==> src/rtl/burst2_sram.sv <==
module burst2_sram #(
  parameter int ADDR_W = 4,
  parameter int DATA_W = 18,
  parameter int NBYTE  = 2
) (
  input  logic              clk,
  input  logic              rst_n,
  input  logic              rd_n,
  input  logic [ADDR_W-1:0] rd_addr,
  input  logic              wr_n,
  input  logic [ADDR_W-1:0] wr_addr,
  input  logic [DATA_W-1:0] wd,
  input  logic [NBYTE-1:0]  wbe_n,
  output logic [DATA_W-1:0] q,
  output logic              q_valid
);
  localparam int DEPTH = 1 << ADDR_W;
  localparam int BW    = DATA_W / NBYTE;

  logic [DATA_W-1:0] mem0 [DEPTH];
  logic [DATA_W-1:0] mem1 [DEPTH];

  logic              rph1, rph2, wph;
  logic [ADDR_W-1:0] ra_q, wa_q;
  logic              w0_v, w1_v;
  logic [ADDR_W-1:0] w0_a, w1_a;
  logic [DATA_W-1:0] w0_d, w1_d;
  logic [NBYTE-1:0]  w0_m, w1_m;
  logic [DATA_W-1:0] rd0, rd1;
  logic              rgo, wgo, hit0, hit1;

  assign rgo  = !rd_n && !rph1;
  assign wgo  = !wr_n && !wph;
  assign hit0 = w0_v && (w0_a == ra_q);
  assign hit1 = w1_v && (w1_a == ra_q);

  for (genvar b = 0; b < NBYTE; b++) begin : g_fwd
    assign rd0[b*BW +: BW] = (hit0 && w0_m[b]) ? w0_d[b*BW +: BW] : mem0[ra_q][b*BW +: BW];
    assign rd1[b*BW +: BW] = (hit1 && w1_m[b]) ? w1_d[b*BW +: BW] : mem1[ra_q][b*BW +: BW];
  end

  always_ff @(posedge clk) begin
    for (int b = 0; b < NBYTE; b++) begin
      if (w0_v && w0_m[b]) mem0[w0_a][b*BW +: BW] <= w0_d[b*BW +: BW];
      if (w1_v && w1_m[b]) mem1[w1_a][b*BW +: BW] <= w1_d[b*BW +: BW];
    end
  end

  always_ff @(posedge clk or negedge rst_n) begin
    if (!rst_n) begin
      rph1 <= 1'b0; rph2 <= 1'b0; wph <= 1'b0;
      ra_q <= '0;   wa_q <= '0;
      w0_v <= 1'b0; w0_a <= '0; w0_d <= '0; w0_m <= '0;
      w1_v <= 1'b0; w1_a <= '0; w1_d <= '0; w1_m <= '0;
      q    <= '0;   q_valid <= 1'b0;
    end else begin
      rph1 <= rgo;
      rph2 <= rph1;
      if (rgo) ra_q <= rd_addr;
      wph  <= wgo;
      if (wgo) wa_q <= wr_addr;
      w0_v <= wgo;
      if (wgo) begin
        w0_a <= wr_addr; w0_d <= wd; w0_m <= ~wbe_n;
      end
      w1_v <= wph;
      if (wph) begin
        w1_a <= wa_q; w1_d <= wd; w1_m <= ~wbe_n;
      end
      q_valid <= rph1 || rph2;
      if (rph1)      q <= rd0;
      else if (rph2) q <= rd1;
    end
  end


  rd_burst_chk: assert property (@(posedge clk) disable iff (!rst_n)
    (!rd_n && !rph1) |=> ##1 q_valid ##1 q_valid);


  qv_cause_chk: assert property (@(posedge clk) disable iff (!rst_n)
    $rose(q_valid) |-> $past(!rd_n, 2));


  idle_hold_chk: assert property (@(posedge clk) disable iff (!rst_n)
    !q_valid |-> $stable(q));


  rd_ignore_chk: assert property (@(posedge clk) disable iff (!rst_n)
    (rph1 && !rd_n) |=> ##1 !rph2);


  wr_ignore_chk: assert property (@(posedge clk) disable iff (!rst_n)
    (wph && !wr_n) |=> !w0_v);
endmodule

==> config.mk <==
export PLATFORM = sky130hd
export DESIGN_NAME = burst2_sram
export DESIGN_NICKNAME = d
export VERILOG_FILES = /design/src/rtl/burst2_sram.sv
export SDC_FILE = /design/constraint.sdc
export NUM_CORES = 1
export LEC_CHECK = 0
export ABC_AREA = 1
export CORE_MARGIN = 5
export CORE_UTILIZATION = 35
export CTS_CLUSTER_SIZE = 20
export DETAILED_ROUTE_END_ITERATION = 8
export DONT_BUFFER_PORTS = 1
export PLACE_DENSITY = 0.52
export SYNTH_ARGS = -nofsm -noshare
export SYNTH_HDL_FRONTEND = slang
export SYNTH_SLANG_ARGS = --single-unit
==> constraint.sdc <==
create_clock -name clk -period 2.55 [get_ports clk]
set_input_delay 0.255 -clock clk [delete_from_list [all_inputs] [get_ports clk]]
set_output_delay 0.255 -clock clk [all_outputs]
set_load 0.02 [all_outputs]
==> impl_metrics.toml <==
[outcome]
status = "complete, no violations"

[floorplan]
ios = 51
die_area_sq_um = 85020
die_x_um = 291.6
start_util = 0.3519
die_h_um = 291.6
row_count = 103
core_area_sq_um = 78870

[power]
power_density_nw_per_um2 = 815.2
ir_drop_uv = 435.4
power_uw = 26080
p_leak_uw = 0.01275

[critical_path]
crit_arrival_ps = 2850
setup.worst_path.end_class = "flip-flop"
cp_slowest_stage_delay_ps = 540
cp_max_fo = 65
crit_buf_inv = 2
crit_required_ps = 3020
slowest_stage = "dfrtp_4"
cp-start-kind = "flip-flop"
crit_family = "simple AND/OR/NAND/NOR gates"
worstPathCellList = "clkinv_8 > nand2_4 > nand3_4 > nor2_8 > nand3_2 > inv_1 > nand2_1 > a21oi_1 > nor2_1"
crit_type = "reg2reg"

[global_routing]
antenna_found_initial = 13
grt_start_max_net_pins = 107
grt_usage = 0.1709
grt_pass1_vias = 18060
grt_overflow = 0
grt_pass1_wl_um = 112200

[sta]
finalCritPeriodShare = 0.9331
hold_ws_ps = 258.9
max_freq_mhz = 420.3
finalSetupViolCount = 0
tightest_slew_ps = 860.4
drv_slew = 0
tns_ps = 0
clock_skew_ps = 16.65
hold_viol = 0
rsz0062_at_grt = "false"
fin_crit_ps = 2379
maxSlewHeadroom = 0.4258

[clocking]
cts_htree_levels = 3
cts_buffers = 73
insertion_delay_ps = 610
cts_tree = "built"
clock_path_buffers = 3
clk_pin_slew_ps = 60
cts.sink_count = 651
root_buffer = "clkbuf_16"

[place]
gp_congestion = 0.8166
dp.cells = 3661
hpwl_um = 45770
io_buffers = 0

[routing]
drt-initial-drc-count = 1740
finalWirelength_um = 73690
vias = 18620
ant_nets = 0
drcViolationCount = 0
viasPerCell = 4.855
wl_per_cell_um = 19.21
dr.pass1.iters = 5

[final_layout]
fin_cells = 3835
fin_util = 0.4057
fill_cells = 7559
area_growth_syn_to_layout_pct = 15.29
drive_above_1_share = 0.09572
nNetsFinal = 2755

[synth]
synth_commonest_cells = "nand2_1 (829), edfxtp_1 (576), nand3_1 (323), nor2_1 (270), inv_1 (226)"
synth_flop_cell = "edfxtp_1"
yosys_warnings = 0
synth_area_per_cell_sq_um = 10.50
netlist_area_sq_um = 27750
synth_cells = 2642
synth.area.top_cells = "edfxtp_1 (62%), nand2_1 (11%), dfrtp_1 (6.8%)"
synth_cell_types = 28
synth_top_area_frac = 0.6233
ys_seq_area_frac = 0.6909
synthesis.nets = 2674
synth.most_common_cell = "nand2_1"
async_flop_share = 0.1152
ys_ff_latch = 651
synth_top_cell_by_area = "edfxtp_1"
synth_edf_count = 576

[worst_hold_path]
hp-class = "in2async"

[run]
maxCapViolations = 0
==> worst paths after layout <==
check,startpoint,to,slack (ps),cells past startpoint
max,ra_q[0],q[16],170,9
min,rst_n,w1_d[8],260,2
max reg2reg,ra_q[0],q[16],170,9
min reg2reg,w1_m[0],w1_m[0],590,2
max in group asynchronous,rst_n,ra_q[2],1880,2
min in group clk,wd[1],w1_d[1],380,3
==> metal layers <==
| metal | part of all wire | up-vias | global-route usage | wire (um) |
|---|---|---|---|---|
| li1 | - | 8920 | - | - |
| met1 | 0.46 | 9032 | 0.2452 | 33700 |
| met2 | 0.45 | 548 | 0.2669 | 33460 |
| met3 | 0.067 | 116 | 0.03772 | 4939 |
| met4 | 0.021 | 4 | 0.04225 | 1555 |
| met5 | 0.00037 | - | 0 | 27 |
==> worst reg2reg max path: cells and delay by family (launching register included) <==
kind / cells / cell delay, ps
simple gates: 6 / 760
compound gates: 1 / 440
flops: 1 / 540
buf+inv: 2 / 480
==> cell families (layout without fill, tap and decap cells) <==
| logic type | count (synthesis) | after routing | share of synthesized area |
|---|---|---|---|
| xor gates and xnor gates | 2 | 2 | 0.0006313 |
| other | 0 | 6 | 0 |
| AOI/OAI and AO/OA | 146 | 146 | 0.02665 |
| muxes | 16 | 16 | 0.006492 |
| buffers and inverters | 371 | 508 | 0.05785 |
| DFF | 651 | 651 | 0.6909 |
| and+or+nand+nor | 1456 | 1456 | 0.2175 |
==> per-stage QoR <==
| stage | setup slack [ps] | instance area [sq um] |
|---|---|---|
| after floorplan | 720.2 | 27750 |
| after global placement | 136.9 | 29330 |
| after detailed placement | 137.9 | 29330 |
| after CTS | 119.4 | 31970 |
| after global routing | 52.01 | 31980 |
| final | 170.6 | 31990 |
==> final cells by class <==
type / count / area, sq um / share of cell area
flip-flops and latches: 651 / 19190 / 0.5997
multi-input cells: 1620 / 6984 / 0.2183
clock buffers: 98 / 2002 / 0.06257
repair buffers: 142 / 1339 / 0.04184
well taps: 1050 / 1314 / 0.04106
inverters: 235 / 904.6 / 0.02827
clock inverters: 33 / 249.0 / 0.007782
diodes: 6 / 15.01 / 0.0004693
==> flip-flops by register name, summed over array words and instances (netlist names) <==
name	flops
ra_q	4
w1_v	1
rph1	1
q	18
w0_d	18
q_valid	1
rph2	1
w0_a	4
w1_m	2
mem0	288
w0_v	1
w1_d	18
mem1	288
w0_m	2
w1_a	4
==> where the power goes <==
part	switching (uW)	internal (uW)	total, uW	leakage, uW
Clock	4150	5730	9880	0.00111
Combinational	2140	999	3140	0.00555
Sequential	841	12200	13100	0.00609
Total	7140	18900	26100	0.0127
==> cell usage in the layout (no fill, tap or decap), drive strengths merged <==
| master | n |
|---|---|
| inv | 237 |
| mux2 | 16 |
| clkinvlp | 1 |
| buf | 106 |
| a21boi | 1 |
| o21ai | 123 |
| clkinv | 28 |
| nand2 | 830 |
| dfrtp | 75 |
| edfxtp | 576 |
| bufinv | 2 |
| clkbuf | 98 |
| nand3 | 328 |
| a21oi | 20 |
| or2 | 18 |
| o22ai | 2 |
| nor2 | 272 |
| nand4 | 8 |
| diode | 6 |
| dlygate4sd3 | 36 |
| xnor2 | 2 |
==> repair_timing <==
action                     in CTS  in global routing
setup buffers                   0                  0
hold endpoints to repair      125                  0
setup endpoints to repair       0                  1
hold buffers                   37                  0
gates resized for setup         0                  2
No activity file was read; power rests on OpenSTA's default activity.
